## config.mk

```make
export PLATFORM = sky130hd
export DESIGN_NAME = banked_regfile
export DESIGN_NICKNAME = d
export VERILOG_FILES = /design/src/rtl/brf_pkg.sv /design/src/rtl/brf_map.sv /design/src/rtl/brf_store.sv /design/src/rtl/brf_sv.sv /design/src/rtl/banked_regfile.sv
export SDC_FILE = /design/constraint.sdc
export NUM_CORES = 2
export LEC_CHECK = 0
export CAP_MARGIN = 20
export CORE_ASPECT_RATIO = 0.9
export CORE_MARGIN = 2
export CORE_UTILIZATION = 58
export DETAILED_ROUTE_END_ITERATION = 12
export DONT_BUFFER_PORTS = 1
export PLACE_DENSITY = 0.76
export SYNTH_ARGS = -nofsm -noshare
export SYNTH_HDL_FRONTEND = slang
export SYNTH_SLANG_ARGS = --single-unit
```

## constraint.sdc

```tcl
create_clock -name clk_i -period 7.1 [get_ports clk_i]
set_input_delay 1.065 -clock clk_i [delete_from_list [all_inputs] [get_ports clk_i]]
set_output_delay 1.065 -clock clk_i [all_outputs]
set_load 0.005 [all_outputs]
```

## src/rtl/brf_pkg.sv

```systemverilog
package brf_pkg;
  localparam int unsigned MODE_W   = 5;
  localparam int unsigned ADDR_W   = 4;
  localparam int unsigned N_SHARED = 8;
  localparam int unsigned N_HI     = 5;
  localparam int unsigned N_BANKS  = 6;
  localparam int unsigned FIQ_BASE = N_SHARED + N_HI;
  localparam int unsigned SP_BASE  = FIQ_BASE + N_HI;
  localparam int unsigned N_PHYS   = SP_BASE + 2 * N_BANKS;
  localparam int unsigned PHYS_W   = $clog2(N_PHYS);
  localparam int unsigned N_SV     = 5;
  localparam int unsigned SV_W     = $clog2(N_SV);

  localparam logic [MODE_W-1:0] M_USR = 5'b10000;
  localparam logic [MODE_W-1:0] M_FIQ = 5'b10001;
  localparam logic [MODE_W-1:0] M_IRQ = 5'b10010;
  localparam logic [MODE_W-1:0] M_SVC = 5'b10011;
  localparam logic [MODE_W-1:0] M_ABT = 5'b10111;
  localparam logic [MODE_W-1:0] M_UND = 5'b11011;
  localparam logic [MODE_W-1:0] M_SYS = 5'b11111;

  function automatic logic mode_valid(logic [MODE_W-1:0] m);
    case (m)
      M_USR, M_FIQ, M_IRQ, M_SVC, M_ABT, M_UND, M_SYS: return 1'b1;
      default: return 1'b0;
    endcase
  endfunction

  function automatic logic mode_priv(logic [MODE_W-1:0] m);
    return mode_valid(m) && (m != M_USR);
  endfunction

  // r13/r14 bank: usr and sys share bank 0
  function automatic int unsigned sp_bank(logic [MODE_W-1:0] m);
    case (m)
      M_SVC:   return 1;
      M_ABT:   return 2;
      M_UND:   return 3;
      M_IRQ:   return 4;
      M_FIQ:   return 5;
      default: return 0;
    endcase
  endfunction

  function automatic logic has_sv(logic [MODE_W-1:0] m);
    return mode_priv(m) && (m != M_SYS);
  endfunction
endpackage

```

## src/rtl/brf_map.sv

```systemverilog
module brf_map
  import brf_pkg::*;
(
  input  logic [ADDR_W-1:0] reg_i,
  input  logic [MODE_W-1:0] mode_i,
  input  logic [MODE_W-1:0] bank_mode_i,
  output logic              hit_o,
  output logic [PHYS_W-1:0] idx_o
);
  int unsigned r;

  always_comb begin
    r     = int'(reg_i);
    hit_o = 1'b0;
    idx_o = '0;
    if (mode_valid(mode_i)) begin
      if (r < N_SHARED) begin
        hit_o = 1'b1;
        idx_o = PHYS_W'(r);
      end else if (r < N_SHARED + N_HI) begin
        hit_o = 1'b1;
        idx_o = (mode_i == M_FIQ) ? PHYS_W'(FIQ_BASE + r - N_SHARED) : PHYS_W'(r);
      end else if (r < N_SHARED + N_HI + 2) begin
        hit_o = 1'b1;
        idx_o = PHYS_W'(SP_BASE + 2 * sp_bank(bank_mode_i) + (r - N_SHARED - N_HI));
      end
    end
  end
endmodule

```

## src/rtl/brf_store.sv

```systemverilog
module brf_store #(
  parameter int unsigned DATA_W   = 32,
  parameter int unsigned DEPTH    = 30,
  parameter int unsigned RD_PORTS = 2,
  localparam int unsigned IDX_W   = $clog2(DEPTH)
) (
  input  logic                             clk_i,
  input  logic                             rst_ni,
  input  logic                             we_i,
  input  logic [IDX_W-1:0]                 w_idx_i,
  input  logic [DATA_W-1:0]                w_data_i,
  input  logic [RD_PORTS-1:0][IDX_W-1:0]   r_idx_i,
  output logic [RD_PORTS-1:0][DATA_W-1:0]  r_data_o
);
  logic [DATA_W-1:0] mem [DEPTH];

  always_ff @(posedge clk_i or negedge rst_ni) begin
    if (!rst_ni) begin
      for (int i = 0; i < int'(DEPTH); i++) mem[i] <= '0;
    end else if (we_i) begin
      mem[w_idx_i] <= w_data_i;
    end
  end

  for (genvar g = 0; g < int'(RD_PORTS); g++) begin : g_rd
    assign r_data_o[g] = mem[r_idx_i[g]];
  end

  // write is visible from the next cycle
  a_r8_write_lands: assert property (@(posedge clk_i) disable iff (!rst_ni)
    we_i |=> mem[$past(w_idx_i)] == $past(w_data_i));
endmodule

```

## src/rtl/brf_sv.sv

```systemverilog
module brf_sv
  import brf_pkg::*;
#(
  parameter int unsigned DATA_W = 32
) (
  input  logic              clk_i,
  input  logic              rst_ni,
  input  logic [MODE_W-1:0] mode_i,
  input  logic              we_i,
  input  logic [DATA_W-1:0] wd_i,
  output logic [DATA_W-1:0] rd_o
);
  logic [DATA_W-1:0] sv_q [N_SV];
  logic [SV_W-1:0]   slot;
  logic              present;

  assign present = has_sv(mode_i);
  assign slot    = SV_W'(sp_bank(mode_i) - 1);

  always_ff @(posedge clk_i or negedge rst_ni) begin
    if (!rst_ni) begin
      for (int i = 0; i < int'(N_SV); i++) sv_q[i] <= '0;
    end else if (we_i && present) begin
      sv_q[slot] <= wd_i;
    end
  end

  assign rd_o = present ? sv_q[slot] : '0;

  // no saved-status in usr or sys
  a_r6_no_sv_user: assert property (@(posedge clk_i) disable iff (!rst_ni)
    (mode_i == M_USR || mode_i == M_SYS) |-> rd_o == '0);
endmodule

```

## src/rtl/banked_regfile.sv

```systemverilog
module banked_regfile
  import brf_pkg::*;
#(
  parameter int unsigned DATA_W = 32
) (
  input  logic              clk_i,
  input  logic              rst_ni,
  input  logic [4:0]        mode_i,
  input  logic              xmode_en_i,
  input  logic [4:0]        xmode_i,
  input  logic [3:0]        rd_a_addr_i,
  output logic [DATA_W-1:0] rd_a_data_o,
  input  logic [3:0]        rd_b_addr_i,
  output logic [DATA_W-1:0] rd_b_data_o,
  input  logic              wr_en_i,
  input  logic [3:0]        wr_addr_i,
  input  logic [DATA_W-1:0] wr_data_i,
  input  logic              sv_wr_en_i,
  input  logic [DATA_W-1:0] sv_wr_data_i,
  output logic [DATA_W-1:0] sv_rd_data_o,
  output logic              mode_fault_o
);
  localparam int unsigned N_PORT = 3; // 0: read A, 1: read B, 2: write

  logic [MODE_W-1:0]                bank_mode;
  logic [N_PORT-1:0][ADDR_W-1:0]    p_addr;
  logic [N_PORT-1:0]                p_hit;
  logic [N_PORT-1:0][PHYS_W-1:0]    p_idx;
  logic [1:0][DATA_W-1:0]           r_data;
  logic                             fault_q;

  assign bank_mode = (xmode_en_i && mode_priv(mode_i) && mode_valid(xmode_i)) ? xmode_i : mode_i;
  assign p_addr    = {wr_addr_i, rd_b_addr_i, rd_a_addr_i};

  for (genvar g = 0; g < int'(N_PORT); g++) begin : g_map
    brf_map u_map (
      .reg_i      (p_addr[g]),
      .mode_i     (mode_i),
      .bank_mode_i(bank_mode),
      .hit_o      (p_hit[g]),
      .idx_o      (p_idx[g])
    );
  end

  brf_store #(
    .DATA_W  (DATA_W),
    .DEPTH   (N_PHYS),
    .RD_PORTS(2)
  ) u_store (
    .clk_i   (clk_i),
    .rst_ni  (rst_ni),
    .we_i    (wr_en_i && p_hit[2]),
    .w_idx_i (p_idx[2]),
    .w_data_i(wr_data_i),
    .r_idx_i (p_idx[1:0]),
    .r_data_o(r_data)
  );

  assign rd_a_data_o = p_hit[0] ? r_data[0] : '0;
  assign rd_b_data_o = p_hit[1] ? r_data[1] : '0;

  brf_sv #(.DATA_W(DATA_W)) u_sv (
    .clk_i (clk_i),
    .rst_ni(rst_ni),
    .mode_i(mode_i),
    .we_i  (sv_wr_en_i),
    .wd_i  (sv_wr_data_i),
    .rd_o  (sv_rd_data_o)
  );

  always_ff @(posedge clk_i or negedge rst_ni) begin
    if (!rst_ni) fault_q <= 1'b0;
    else if (!mode_valid(mode_i)) fault_q <= 1'b1;
  end
  assign mode_fault_o = fault_q;

  a_r7_fault_sticky: assert property (@(posedge clk_i) disable iff (!rst_ni)
    mode_fault_o |=> mode_fault_o);
  a_r7_fault_set: assert property (@(posedge clk_i) disable iff (!rst_ni)
    !mode_valid(mode_i) |=> mode_fault_o);
  a_r4_pc_zero: assert property (@(posedge clk_i) disable iff (!rst_ni)
    (rd_a_addr_i == 4'd15) |-> rd_a_data_o == '0);
  a_r7_illegal_reads_zero: assert property (@(posedge clk_i) disable iff (!rst_ni)
    !mode_valid(mode_i) |-> (rd_b_data_o == '0 && sv_rd_data_o == '0));
endmodule

```

==> flow_summary.yaml <==
yosys:
  synth_top_family_by_area: "multiplexers"
  yosysWarnings: 0
  avgSynthCellArea_um2: 10.01
  synthXorXnorAreaFrac: 0.001571
  ys.flop_type: "dfrtp_1"
  synth-simple-area-share: 0.1630
  synth_cell_types: 77
  synth_edf_count: 0
  synthMuxAreaShare: 0.2507
  synth-async-reset-ratio: 1.000
  synth_cells: 6124
  seq_area_frac_synth: 0.4575
  ys_seq_elements: 1121
  synthAdderAreaFrac: 0.006082
  synth_compound_area_frac: 0.08051
  synth_nets: 6243
  syn_area_um2: 61310
drt:
  first_pass_iters: 6
  drt_first_iter_violations: 7519
  drtAntennaViolNets: 0
  drt_wl_total_um: 202400
  drc: 0
  via_per_inst: 6.866
  num_vias: 50644
  wire_per_inst_um: 27.44
critical_path:
  cp_slowest_stage_delay_ns: 0.60
  r2r_slack_ns: 6.23
  critPathCaptureType: "output pin"
  critPathRequiredTime_ns: 6.03
  cp_slowest_cell: "and2_1"
  ff2ff_path_depth: 1
  r2r_end: "u_store.mem[234]"
  cp_num_buf_inv: 3
  cp_max_fo: 23
  crit_arrival_ns: 6.00
  r2r_start: "u_store.mem[234]"
  path_cells: "or2_2 -> or3_1 -> mux2i_1 -> ha_1 -> ha_1 -> a2111oi_0 -> a211o_1 -> and2_1 -> buf_4 -> nor2_4 -> buf_12 -> and3_1 -> a31oi_1 -> o211ai_1 -> buf_4"
  critPathKind: "in2out"
  worstSetupStartpointType: "input pin"
  cpLargestDelayFamily: "simple AND/OR/NAND/NOR gates"
die:
  die_width_um: 346.7
  core_area_um2: 105200
  die_area_um2: 108300
  num_rows: 113
  die_y_um: 312.4
  io_pins: 188
  start_util: 0.5828
clocking:
  postCtsSetupBuffers: 0
  cts_tree: "done"
  cts_inserted_buffers: 113
  clk_latency_ns: 0.73
  clk_path_buf_depth: 3
  clkTransAtPathRegs_ns: 0.06
  cts_max_level: 3
  root_buffer: "clkbuf_16"
  cts_sinks: 1121
run_status:
  status: "complete, no violations"
power_and_ir_drop:
  clock_power_share: 0.411
  pwr-share-seq: 0.466
  switching_share: 0.2648
  irDropWorstVdd_mv: 0.2175
  intPower_w: 0.01137
  p_sw_w: 0.004094
  combPwrFrac: 0.123
  power_density_nw_per_um2: 228.5
  p_leak_nw: 30.56
  power.total_w: 0.01546
sta:
  period_share: 0.9955
  max_freq_mhz: 141.5
  finalClockSkew_ns: 0
  tightest_slew_ns: 1.292
  rsz0062_at_grt: "false"
  drv_slew: 0
  hold_viol: 0
  setup_slack_ns: 0.03185
  period_needed_ns: 7.068
  setup_tns_ns: 0
  slew_headroom: 0.1388
  setup_violations: 0
global_routing:
  grt_pass1_wl_um: 304400
  grt_max_degree: 1122
  antenna_found_initial: 3
  grt_use_total: 0.3660
  grt_pass1_vias: 49007
  gr-total-overflow: 0
cells_and_area:
  area_growth_pct: 10.36
  multi_input_area_um2: 31190
  fin_area_um2: 67660
  seq_area_um2: 28050
  final_core_util: 0.6432
  nets: 6021
  drive_gt1_frac: 0.2766
  nFillCells: 7942
hold_path:
  hp-class: "in2async"
placed_design:
  place.gp.congestion: 0.9428
  preCtsSetupSlack_ns: 0.1350
  placed_area_um2: 63550
  dp.final_hpwl_um: 119700
  io_buffers: 0
run:
  maxCapViolations: 0
[power by group through the flow]
stage	Combinational, W	Sequential, W	Clock [W]
2_1_floorplan	0.00130	0.00719	0
3_3_place_gp	0.00169	0.00727	0
3_5_place_dp	0.00173	0.00730	0
4_1_cts	0.00175	0.00719	0.00639
5_1_grt	0.00205	0.00725	0.00666
6_report	0.00190	0.00720	0.00636
[layout make-up]
type | instances | share of cell area
Tap cell | 1380 | 0.02552
Clock buffer | 169 | 0.04889
Antenna cell | 2 | 0.00007397
Multi-Input combinational cell | 4409 | 0.4610
Clock inverter | 38 | 0.009116
Inverter | 23 | 0.001276
Timing Repair Buffer | 234 | 0.03950
Sequential cell | 1121 | 0.4146
[cells in the final DEF, fill, tap and decap left out, drive strengths merged, types with 23 or more instances in the layout]
master,count
mux2,1123
a32oi,47
mux2i,128
o311ai,23
nand2,1630
inv,27
a311oi,94
mux4,64
ha,25
and3,116
dfrtp,1121
a31oi,76
o22ai,28
nand3,435
clkbuf,169
a211oi,27
a41oi,23
buf,234
a21oi,275
or4,31
nor2,39
a32o,31
a21o,27
[metal layers]
layer / routed length [um] / global-route usage / vias to the layer above
met5: 0 / 0 / -
met4: 12680 / 0.2125 / 0
met3: 25770 / 0.1117 / 803
met2: 88090 / 0.5372 / 3490
met1: 75890 / 0.4820 / 25181
li1: - / - / 21170
[synthesized netlist by cell type (6+ instances only)]
library cell / instances / area (um^2)
mux2_2: 1093 / 12310
buf_1: 53 / 198.9
a311oi_1: 94 / 823.3
inv_1: 23 / 86.33
a211oi_1: 26 / 195.2
a31oi_1: 76 / 475.5
nor3_1: 14 / 70.07
a221oi_1: 6 / 52.55
buf_4: 17 / 127.6
nand2_1: 1630 / 6118
o31ai_1: 6 / 45.04
a21oi_1: 275 / 1376
mux4_2: 64 / 1441
nand3_1: 435 / 2177
a21o_1: 27 / 202.7
and3_1: 116 / 725.7
nor2b_1: 7 / 43.79
o21ai_0: 10 / 50.05
ha_1: 25 / 312.8
or4_1: 30 / 225.2
buf_2: 136 / 680.7
a41oi_1: 23 / 201.4
o41ai_1: 8 / 70.07
o211ai_1: 11 / 82.58
a32o_1: 31 / 310.3
dfrtp_1: 1121 / 28050
clkbuf_1: 361 / 1355
mux2i_1: 128 / 1281
nor2_1: 35 / 131.4
xor2_1: 6 / 52.55
o22ai_1: 28 / 175.2
o311ai_1: 20 / 175.2
nand2b_1: 13 / 81.33
or2_2: 9 / 56.30
mux2_1: 30 / 337.8
a32oi_1: 47 / 411.6
[kinds of logic after synthesis]
family / Yosys count
XOR/XNOR: 11
AND/OR/NAND/NOR: 2333
flip-flops: 1121
buffers and inverters: 594
multiplexers: 1315
adder cells (fa/ha/maj): 28
AO/OA/AOI/OAI: 722
[worst max-delay path by stage]
stage / startpoint / endpoint / depth (start not counted)
6_report: mode_i[3] / rd_b_data_o[24] / 15
5_1_grt: mode_i[3] / rd_b_data_o[10] / 18
4_1_cts: mode_i[3] / rd_b_data_o[27] / 18
3_5_place_dp: mode_i[3] / rd_b_data_o[27] / 18
3_3_place_gp: mode_i[3] / rd_b_data_o[27] / 16
2_1_floorplan: mode_i[1] / rd_a_data_o[16] / 20
[flip-flops by register name (all words and copies together), names as in the netlist]
name          flops
u_sv.sv_q       160
u_store.mem     960
mode_fault_o      1
[metrics by stage]
step                      hold slack (ns)  std cells
after CTS                          0.1674       7367
final                             0.04021       7376
after global routing              0.02020       7374
after floorplan                    0.4628       6124
after global placement             0.4835       7159
after detailed placement           0.4910       7160
[repair_timing]
item / CTS / global route
gates resized for setup: 0 / 4
hold buffers: 0 / 0
setup endpoints to repair: 0 / 5
endpoints found under the hold margin: 0 / 0
Note: power is estimated with default switching activity, not from simulation.
